==> config.mk <==
export PLATFORM = sky130hd
export DESIGN_NAME = prg_bank_decoder
export DESIGN_NICKNAME = d
export VERILOG_FILES = /design/src/rtl/prg_dec_pkg.sv /design/src/rtl/prg_bus_fsm.sv /design/src/rtl/prg_bank_regs.sv /design/src/rtl/prg_window_map.sv /design/src/rtl/prg_bank_decoder.sv
export SDC_FILE = /design/constraint.sdc
export NUM_CORES = 1
export LEC_CHECK = 0
export BUFFER_PORTS_ARGS = -buffer_cell sky130_fd_sc_hd__buf_2
export CORE_MARGIN = 8
export CORE_UTILIZATION = 52
export DETAILED_ROUTE_END_ITERATION = 6
export PLACE_DENSITY = 0.78
export SLEW_MARGIN = 20
export SYNTH_ARGS = -nofsm -noshare
export SYNTH_HDL_FRONTEND = slang
export SYNTH_SLANG_ARGS = --single-unit
==> constraint.sdc <==
create_clock -name clk -period 2.1 [get_ports clk]
set_input_delay 0.21 -clock clk [delete_from_list [all_inputs] [get_ports clk]]
set_output_delay 0.21 -clock clk [all_outputs]
set_load 0.05 [all_outputs]
==> src/rtl/prg_dec_pkg.sv <==
package prg_dec_pkg;

    typedef enum logic [1:0] {
        PH_LOW   = 2'd0,
        PH_HIGH  = 2'd1,
        PH_ARMED = 2'd2
    } bus_phase_e;

    typedef enum logic [2:0] {
        WIN_IDLE = 3'd0,
        WIN_WRAM = 3'd1,
        WIN_LOW0 = 3'd2,
        WIN_LOW1 = 3'd3,
        WIN_MID  = 3'd4,
        WIN_TOP  = 3'd5
    } win_e;

    localparam int REG_COUNT  = 4;
    localparam int REG_IDX_W  = 2;
    localparam int ROM_FLAG_B = 7;
    localparam int CHIP_B     = 2;

endpackage

==> src/rtl/prg_bus_fsm.sv <==
module prg_bus_fsm
    import prg_dec_pkg::*;
#(
    parameter int DATA_W = 8
) (
    input  logic                 clk,
    input  logic                 rst_n,
    input  logic                 m2,
    input  logic                 reg_hit,
    input  logic [REG_IDX_W-1:0] hit_idx,
    input  logic [DATA_W-1:0]    hit_data,
    output logic                 commit_stb,
    output logic [REG_IDX_W-1:0] cap_idx,
    output logic [DATA_W-1:0]    cap_data
);

    bus_phase_e state_q, state_d;
    logic       capture_en;

    // state register
    always_ff @(posedge clk or negedge rst_n) begin
        if (!rst_n) begin
            state_q <= PH_LOW;
        end else begin
            state_q <= state_d;
        end
    end

    // next state and outputs
    always_comb begin
        state_d    = state_q;
        commit_stb = 1'b0;
        capture_en = 1'b0;
        unique case (state_q)
            PH_LOW: begin
                if (m2 && reg_hit) begin
                    state_d    = PH_ARMED;
                    capture_en = 1'b1;
                end else if (m2) begin
                    state_d = PH_HIGH;
                end
            end
            PH_HIGH: begin
                if (!m2) begin
                    state_d = PH_LOW;
                end else if (reg_hit) begin
                    state_d    = PH_ARMED;
                    capture_en = 1'b1;
                end
            end
            PH_ARMED: begin
                if (!m2) begin
                    state_d    = PH_LOW;
                    commit_stb = 1'b1;
                end else if (reg_hit) begin
                    capture_en = 1'b1;
                end
            end
            default: begin
                state_d = PH_LOW;
            end
        endcase
    end

    // capture of the latest decoded write in this high phase
    always_ff @(posedge clk or negedge rst_n) begin
        if (!rst_n) begin
            cap_idx  <= '0;
            cap_data <= '0;
        end else if (capture_en) begin
            cap_idx  <= hit_idx;
            cap_data <= hit_data;
        end
    end

endmodule

==> src/rtl/prg_bank_regs.sv <==
module prg_bank_regs
    import prg_dec_pkg::*;
#(
    parameter int DATA_W = 8,
    parameter int BANK_W = 5
) (
    input  logic                          clk,
    input  logic                          rst_n,
    input  logic                          commit_stb,
    input  logic [REG_IDX_W-1:0]          cap_idx,
    input  logic [DATA_W-1:0]             cap_data,
    output logic [1:0]                    win_rom,
    output logic [2:0][BANK_W-1:0]        win_bank,
    output logic [2:0]                    chip_q
);

    localparam int BANK_REGS = 3;
    localparam int FLAG_REGS = 2;

    // bank fields: registers 0, 1, 2
    for (genvar i = 0; i < BANK_REGS; i++) begin : g_bank
        always_ff @(posedge clk or negedge rst_n) begin
            if (!rst_n) begin
                win_bank[i] <= '0;
            end else if (commit_stb && (cap_idx == REG_IDX_W'(i))) begin
                win_bank[i] <= cap_data[BANK_W-1:0];
            end
        end
    end

    // ROM/RAM flag and chip bit: registers 0, 1
    for (genvar i = 0; i < FLAG_REGS; i++) begin : g_flag
        always_ff @(posedge clk or negedge rst_n) begin
            if (!rst_n) begin
                win_rom[i] <= 1'b0;
                chip_q[i]  <= 1'b0;
            end else if (commit_stb && (cap_idx == REG_IDX_W'(i))) begin
                win_rom[i] <= cap_data[ROM_FLAG_B];
                chip_q[i]  <= cap_data[CHIP_B];
            end
        end
    end

    // chip bit of register 3 (work RAM window)
    always_ff @(posedge clk or negedge rst_n) begin
        if (!rst_n) begin
            chip_q[2] <= 1'b0;
        end else if (commit_stb && (cap_idx == REG_IDX_W'(REG_COUNT - 1))) begin
            chip_q[2] <= cap_data[CHIP_B];
        end
    end

endmodule

==> src/rtl/prg_window_map.sv <==
module prg_window_map
    import prg_dec_pkg::*;
#(
    parameter int ADDR_W = 16,
    parameter int BANK_W = 5
) (
    input  logic                   romsel_n,
    input  logic                   m2,
    input  logic [ADDR_W-1:13]     addr_hi,
    input  logic [1:0]             win_rom,
    input  logic [2:0][BANK_W-1:0] win_bank,
    input  logic [2:0]             chip_q,
    output logic [BANK_W-1:0]      rom_bank,
    output logic                   rom_ce_n,
    output logic                   ram_a_cs_n,
    output logic                   ram_b_cs_n
);

    win_e win;

    // classify the access
    always_comb begin
        win = WIN_IDLE;
        if (!romsel_n) begin
            unique case (addr_hi[14:13])
                2'b00:   win = WIN_LOW0;
                2'b01:   win = WIN_LOW1;
                2'b10:   win = WIN_MID;
                default: win = WIN_TOP;
            endcase
        end else if (m2 && (addr_hi[15:13] == 3'b011)) begin
            win = WIN_WRAM;
        end
    end

    // drive ROM lines and chip selects
    always_comb begin
        rom_bank   = '0;
        rom_ce_n   = 1'b1;
        ram_a_cs_n = 1'b1;
        ram_b_cs_n = 1'b1;
        unique case (win)
            WIN_LOW0, WIN_LOW1: begin
                if (win_rom[win == WIN_LOW1]) begin
                    rom_bank = win_bank[win == WIN_LOW1];
                    rom_ce_n = 1'b0;
                end else begin
                    ram_a_cs_n =  chip_q[win == WIN_LOW1];
                    ram_b_cs_n = ~chip_q[win == WIN_LOW1];
                end
            end
            WIN_MID: begin
                rom_bank = win_bank[2];
                rom_ce_n = 1'b0;
            end
            WIN_TOP: begin
                rom_bank = '1;
                rom_ce_n = 1'b0;
            end
            WIN_WRAM: begin
                ram_a_cs_n =  chip_q[2];
                ram_b_cs_n = ~chip_q[2];
            end
            default: begin
                rom_bank = '0;
            end
        endcase
    end

endmodule

==> src/rtl/prg_bank_decoder.sv <==
module prg_bank_decoder
    import prg_dec_pkg::*;
#(
    parameter int ADDR_W    = 16,
    parameter int DATA_W    = 8,
    parameter int ROM_BANKS = 32
) (
    input  logic                          clk,
    input  logic                          rst_n,
    input  logic [ADDR_W-1:0]             cpu_addr,
    input  logic [DATA_W-1:0]             cpu_data,
    input  logic                          cpu_rw,
    input  logic                          romsel_n,
    input  logic                          m2,
    output logic [$clog2(ROM_BANKS)-1:0]  rom_bank,
    output logic                          rom_ce_n,
    output logic                          ram_a_cs_n,
    output logic                          ram_b_cs_n
);

    localparam int BANK_W = $clog2(ROM_BANKS);

    logic                   reg_hit;
    logic                   commit_stb;
    logic [REG_IDX_W-1:0]   cap_idx;
    logic [DATA_W-1:0]      cap_data;
    logic [1:0]             win_rom;
    logic [2:0][BANK_W-1:0] win_bank;
    logic [2:0]             chip_q;
    logic                   unused_bits;

    // register window: $4400-$47FF mirrored at $4C00-$4FFF, A5:A4 = 00
    assign reg_hit = m2 && romsel_n && !cpu_rw
                  && (cpu_addr[15:12] == 4'b0100)
                  && cpu_addr[10]
                  && (cpu_addr[5:4] == 2'b00);

    assign unused_bits = ^{cpu_addr[11], cpu_addr[9:6], cpu_addr[3:2],
                           cap_data[DATA_W-2:BANK_W]};

    prg_bus_fsm #(
        .DATA_W (DATA_W)
    ) u_fsm (
        .clk        (clk),
        .rst_n      (rst_n),
        .m2         (m2),
        .reg_hit    (reg_hit),
        .hit_idx    (cpu_addr[REG_IDX_W-1:0]),
        .hit_data   (cpu_data),
        .commit_stb (commit_stb),
        .cap_idx    (cap_idx),
        .cap_data   (cap_data)
    );

    prg_bank_regs #(
        .DATA_W (DATA_W),
        .BANK_W (BANK_W)
    ) u_regs (
        .clk        (clk),
        .rst_n      (rst_n),
        .commit_stb (commit_stb),
        .cap_idx    (cap_idx),
        .cap_data   (cap_data),
        .win_rom    (win_rom),
        .win_bank   (win_bank),
        .chip_q     (chip_q)
    );

    prg_window_map #(
        .ADDR_W (ADDR_W),
        .BANK_W (BANK_W)
    ) u_map (
        .romsel_n   (romsel_n),
        .m2         (m2),
        .addr_hi    (cpu_addr[ADDR_W-1:13]),
        .win_rom    (win_rom),
        .win_bank   (win_bank),
        .chip_q     (chip_q),
        .rom_bank   (rom_bank),
        .rom_ce_n   (rom_ce_n),
        .ram_a_cs_n (ram_a_cs_n),
        .ram_b_cs_n (ram_b_cs_n)
    );

endmodule

## Word-level counts from Yosys, hierarchy flattened

Index checks and enable logic that the tools add are counted.

- Register bits: 32
- Output and inout bits: 8
- Word-level logic and storage cells: 81
- Input bits: 29

- Bitwise logic cells: 2
- Mux-type cells: 29
- Reduce and logical (&&, ||, !) cells: 20
- Equal/unequal tests: 17
- Magnitude comparators: 2

Operators with widths:

| kind | count |
|---|---|
| two-way mux 5 bit | 3 |
| case mux 5 bit (3 select lines) | 1 |
| two-way mux 1 bit | 13 |
| logical AND 1 bit | 11 |
| two-way mux 2 bit | 5 |
| equality test 3 x 2 -> 1 bit, second input constant | 3 |
| case mux 3 bit (3 select lines) | 1 |
| equality test 2 bit, second input constant | 4 |
| zero test 2 bit | 4 |
| case mux 1 bit (2 select lines) | 4 |
| equality test 2 x 1 -> 1 bit, second input constant | 3 |
| equality test 3 bit, second input constant | 2 |
| inequality test 3 x 2 -> 1 bit, second input constant | 2 |
| case mux 2 bit (3 select lines) | 1 |
| OR reduction 2 bit | 3 |
| equality test 4 x 3 -> 1 bit, second input constant | 1 |
| equality test 3 x 1 -> 1 bit, second input constant | 1 |
| less-than comparator 1 x 3 -> 1 bit, second input constant | 1 |
| two-way mux 3 bit | 1 |
| AND reduction 3 bit | 1 |
| less-than comparator 1 x 2 -> 1 bit, second input constant | 1 |
| inequality test 2 bit, second input constant | 1 |
| NOT 1 bit | 2 |
| zero test 1 bit | 1 |

## Longest topological paths before layout

- Depth in word-level cells: 10
- Mapped depth: 5
- Depth with buffers taken out: 5

## By module

A second synthesis with hierarchy kept.

- Cell total of the unflattened synthesis: 122
- Area, all modules: 1557.7 um2

By module, submodules not included:

| module | area an instance (um2) | times used | cells an instance | seq. area each (um2) |
|---|---|---|---|---|
| prg_bank_regs | 710.7 | 1 | 42 | 450.4 |
| prg_bus_fsm | 569.3 | 1 | 40 | 300.3 |
| prg_window_map | 242.7 | 1 | 37 | 0.0 |
| prg_bank_decoder | 35.0 | 1 | 3 | 0.0 |

## Worst setup path after synthesis

Ideal clock, no wire load.

- Path type: input-to-output
- From: input cpu_addr[14]
- To: output rom_bank[0]
- Buffers on the path: 0
- Data arrival time: 1515 ps
- Required time: 1890 ps
- Path slack: 375 ps
- Cell stages on the path: 3
- Cells stage by stage: or2_2 > nand2b_1 > o22ai_1

- Longest elaborated chain between the ends: 9
- Elaborated cells on any way between the ends: 19
- Those cells by class: eq/ne: 7; mux: 9; reduce/logical: 3

Ends and longest elaborated chain:

| item | RTL line | text |
|---|---|---|
| start, declared | prg_bank_decoder.sv:10 | `input logic [ADDR_W-1:0] cpu_addr,` |
| equality test 3 x 2 -> 1 bit | prg_window_map.sv:31 | `end else if (m2 && (addr_hi[15:13] == 3'b011)) begin` |
| logical AND 1 bit | prg_window_map.sv:31 |  |
| two-way mux 1 bit | prg_window_map.sv:31 |  |
| two-way mux 3 bit * | prg_window_map.sv:24 | `if (!romsel_n) begin` |
| equality test 3 x 2 -> 1 bit | prg_window_map.sv:42, prg_window_map.sv:44, prg_window_map.sv:45 |  |
| two-way mux 5 bit (implied by the code) or two-way mux 1 bit (tied branches) (2 in series) | prg_window_map.sv:45, prg_window_map.sv:44 |  |
| two-way mux 5 bit | prg_window_map.sv:44 | `if (win_rom[win == WIN_LOW1]) begin` |
| case mux 5 bit (3 select lines) * | prg_window_map.sv:42 | `unique case (win)` |
| end, declared | prg_bank_decoder.sv:15 | `output logic [$clog2(ROM_BANKS)-1:0] rom_bank,` |

Every way passes the cells marked *; elsewhere a longest branch is shown, timed or not. The select of a mux whose other input is x is not followed.

## Worst setup path in the final report

- From: register u_fsm.state_q[0]
- To: register u_regs.win_bank[0] (netlist name)

- Longest elaborated chain between the ends: 3

Ends and longest elaborated chain:

| item | RTL line | text |
|---|---|---|
| start, declared | prg_bus_fsm.sv:17 | `bus_phase_e state_q, state_d;` |
| start signal, assigned | prg_bus_fsm.sv:25 | `state_q <= state_d;` |
| equality test 2 bit | prg_bus_fsm.sv:34 | `unique case (state_q)` |
| two-way mux 1 bit | prg_bus_fsm.sv:34 |  |
| logical AND 1 bit | prg_bank_regs.sv:25 | `end else if (commit_stb && (cap_idx == REG_IDX_W'(i))) begin` |
| end signal, assigned by index | prg_bank_regs.sv:26 | `win_bank[i] <= cap_data[BANK_W-1:0];` |
| end, declared | prg_bank_regs.sv:13 | `output logic [2:0][BANK_W-1:0] win_bank,` |

Every way passes these cells.
A chain may end at the register's enable or synchronous reset.

==> impl_summary.log <==
INFO  metric leakage_dissipation = 0.000821 uW
INFO  metric slew_at_the_pin_closest_to_its_max_slew_limit = 592 ps
INFO  metric reg2reg_from = u_fsm.state_q[0]$_DFFE_PN0P_
INFO  metric ctsLongestPathBuffers = 2
INFO  metric routed_wire_length_per_instance = 17.4 um
INFO  metric placement_row_count = 19
INFO  metric synth.top_cells.by_area = sky130_fd_sc_hd__dfrtp_1 48%, sky130_fd_sc_hd__mux2_2 21%, sky130_fd_sc_hd__mux2i_1 4.1%, sky130_fd_sc_hd__ha_1 3.4%, sky130_fd_sc_hd__nor4b_4 3.2%
INFO  metric route.detailed.drc = 0
INFO  metric postCtsSetupBuffers = 0
INFO  metric detailedPlacementHpwl = 2320 um
INFO  metric final_period_demand_of_the_worst_path = 1870 ps
INFO  metric grt_max_degree = 29
INFO  metric post_cts_hold_buffer_count = 1
INFO  metric routed_wl = 3040 um
INFO  metric hold_path.class = primary input to register
INFO  metric vias_per_cell = 5.92
INFO  metric ctsResizeCount = 0
INFO  metric rsz0062_at_grt = false
INFO  metric final_layout_size_suffix_gt1_frac = 0.483
INFO  metric clk-insertion-delay-late = 320 ps
INFO  metric ys_seq_area_frac = 0.478
INFO  metric register_bit_total_from_synthesis = 28
INFO  metric tritoncts = built
INFO  metric finalSetupViolCount = 0
INFO  metric synth_warnings = 0
INFO  metric grt_pass1_vias = 1,092
INFO  metric cts_sinks = 28
INFO  metric fp.coreArea = 2710 um2
INFO  metric total_negative_setup_slacks = 0 ps
INFO  metric finish.utilization = 0.621
INFO  metric ios = 37
INFO  metric floorplan.die.width = 69.1 um
INFO  metric worst_ep_required_time = 2320 ps
INFO  metric reg2reg_depth = 4
INFO  metric crit_arrival = 2090 ps
INFO  metric die_area = 4770 um2
INFO  metric power_density = 604 nW/um2
INFO  metric outcome = completed
INFO  metric cp-endpoint = u_regs.win_bank[0]$_DFFE_PN0P_
INFO  metric antenna_cells_inserted = 0
INFO  metric post_synth_num_cell_types = 32
INFO  metric initial_utilization = 0.541
INFO  metric worst_clock_skew = 7.75 ps
INFO  metric yosys.area.top_type_share = 0.478
INFO  metric ant_nets = 0
INFO  metric clock_tree.htree_level_count = 1
INFO  metric syn_avg_cell_area = 13.1 um2
INFO  metric synthDominantAreaCellType = sky130_fd_sc_hd__dfrtp_1
INFO  metric finalHoldViolations = 0
INFO  metric layout.nets = 177
INFO  metric achievable-frequency = 535 MHz
INFO  metric rr_endpoint = u_regs.win_bank[0]$_DFFE_PN0P_
INFO  metric critPathLaunchType = register
INFO  metric cap_violations = 0
INFO  metric detail_route.iter0.violations = 69
INFO  metric root_buffer = sky130_fd_sc_hd__clkbuf_4
INFO  metric area_delta_synth_final = 14.9%
INFO  metric grt_overflow = 0
INFO  metric numCtsBuffers = 3
INFO  metric vdd.ir_drop.worst = 448 uV
INFO  metric min_period_over_period = 0.890
INFO  metric worst-setup-path-type = register to register
INFO  metric final-max-slew-violation-count = 0
INFO  metric io_buffer_count = 27
INFO  metric slew_headroom = 0.606
INFO  metric routabilityCongestion = 0.762
INFO  metric startpoint = u_fsm.state_q[0]$_DFFE_PN0P_
INFO  metric antenna_found_initial = 0
INFO  metric dieHeight = 69.1 um
INFO  metric path_clk_slew = 140 ps
INFO  metric detailroute.via_count = 1,030
INFO  metric drt-pass1-iter-count = 4
INFO  metric critical_path_peak_fanout = 7
INFO  metric grt_usage = 0.128
INFO  metric syn_nets = 145
INFO  metric netlist_instances = 112
INFO  metric reg2reg_slack = 230 ps
INFO  metric syn_area = 1470 um2
INFO  metric grt_pass1_wl = 5140 um
INFO  metric cp-end-kind = register
==> final cells by class <==
cell class / count / area (um2)
sequential: 28 / 701
inverter: 3 / 11.3
clock buffer: 4 / 36.3
timing repair buffer: 30 / 160
multi-input combinational: 78 / 737
fill: 230 / 1030
tap: 31 / 38.8
==> metrics by stage <==
stage	instance area, um2	hold slack (ps)	setup WS, ps	std cells	total power (uW)
after floorplan	1470	-85.6	375	112	705
after global placement	1640	241	354	169	755
after detailed placement	1640	251	276	169	772
after CTS	1680	93.7	223	174	1030
after global routing	1680	91.5	141	174	1070
final	1680	105	231	174	1020
==> worst min path at each step <==
stage,start,to,slack [ps],depth (start not counted)
2_1_floorplan,rst_n,u_fsm.cap_data[0]$_DFFE_PN0P_,-90,0
3_5_place_dp,rst_n,u_fsm.cap_data[1]$_DFFE_PN0P_,250,1
4_1_cts,cpu_data[7],u_fsm.cap_data[7]$_DFFE_PN0P_,90,2
5_1_grt,cpu_data[3],u_fsm.cap_data[3]$_DFFE_PN0P_,90,2
3_3_place_gp,rst_n,u_fsm.cap_data[1]$_DFFE_PN0P_,240,1
6_report,cpu_data[7],u_fsm.cap_data[7]$_DFFE_PN0P_,100,2
==> flip-flops by register name (all words and copies together) (netlist names) <==
| name | flops |
|---|---|
| u_regs.win_rom | 2 |
| u_regs.chip_q | 1 |
| u_fsm.cap_idx | 2 |
| u_fsm.cap_data | 6 |
| u_fsm.state_q | 2 |
| u_regs.win_bank | 15 |
==> where the power goes <==
group / internal [uW] / switching [uW]
Combinational: 76.1 / 118
Clock: 106 / 148
Sequential: 553 / 15.9
Total: 735 / 283
==> logic make-up after synthesis <==
kind of cell / count (synthesis) / share of synthesized area
buffers and inverters: 6 / 0.0188
AO/OA/AOI/OAI: 16 / 0.0752
AND/OR/NAND/NOR: 25 / 0.145
adder cells (fa/ha/maj): 4 / 0.0342
multiplexers: 33 / 0.249
flip-flops: 28 / 0.478
==> worst max-delay path: stages, from the launching register on <==
cell                      delay [ps]
sky130_fd_sc_hd__dfrtp_1         440
sky130_fd_sc_hd__inv_1           120
sky130_fd_sc_hd__ha_1            300
sky130_fd_sc_hd__nor4b_4         500
sky130_fd_sc_hd__mux2_2          400
==> per-layer routing <==
layer	global-route usage	up-vias	part of all wire	wire, um
met5	0	-	0	0
met4	0.0569	0	0.017	53
met3	0.0372	6	0.045	138
met2	0.203	27	0.48	1450
met1	0.157	512	0.46	1400
li1	-	485	-	-
==> synthesized netlist by cell type <==
cell type                  instances
sky130_fd_sc_hd__dfrtp_1          28
sky130_fd_sc_hd__mux2_2           27
sky130_fd_sc_hd__mux2i_1           6
sky130_fd_sc_hd__nor2_1            6
sky130_fd_sc_hd__o22ai_1           5
sky130_fd_sc_hd__ha_1              4
sky130_fd_sc_hd__inv_1             3
sky130_fd_sc_hd__nand2b_1          3
sky130_fd_sc_hd__a21oi_1           2
sky130_fd_sc_hd__a31oi_1           2
sky130_fd_sc_hd__nand2_1           2
sky130_fd_sc_hd__nand4_1           2
sky130_fd_sc_hd__nor4b_4           2
sky130_fd_sc_hd__o32ai_1           2
sky130_fd_sc_hd__a211oi_1          1
sky130_fd_sc_hd__a41oi_1           1
sky130_fd_sc_hd__and3_2            1
sky130_fd_sc_hd__and4b_2           1
sky130_fd_sc_hd__and4bb_2          1
sky130_fd_sc_hd__buf_2             1
sky130_fd_sc_hd__buf_4             1
sky130_fd_sc_hd__clkbuf_1          1
sky130_fd_sc_hd__nand4_4           1
sky130_fd_sc_hd__nand4b_1          1
sky130_fd_sc_hd__nor3b_1           1
sky130_fd_sc_hd__nor3b_2           1
sky130_fd_sc_hd__nor4_1            1
sky130_fd_sc_hd__nor4bb_1          1
sky130_fd_sc_hd__o21ai_0           1
sky130_fd_sc_hd__o21ba_2           1
sky130_fd_sc_hd__o21bai_1          1
sky130_fd_sc_hd__or2_2             1
==> cell usage in the layout (no fill, tap or decap), types with 3 or more instances in the layout <==
master	instances
sky130_fd_sc_hd__dfrtp_1	28
sky130_fd_sc_hd__mux2i_1	6
sky130_fd_sc_hd__o22ai_1	5
sky130_fd_sc_hd__clkbuf_4	3
sky130_fd_sc_hd__inv_1	3
sky130_fd_sc_hd__nand2b_1	3
sky130_fd_sc_hd__nor2_1	6
sky130_fd_sc_hd__mux2_2	27
sky130_fd_sc_hd__ha_1	4
sky130_fd_sc_hd__buf_2	27
Note: power is estimated with default switching activity, not from simulation.
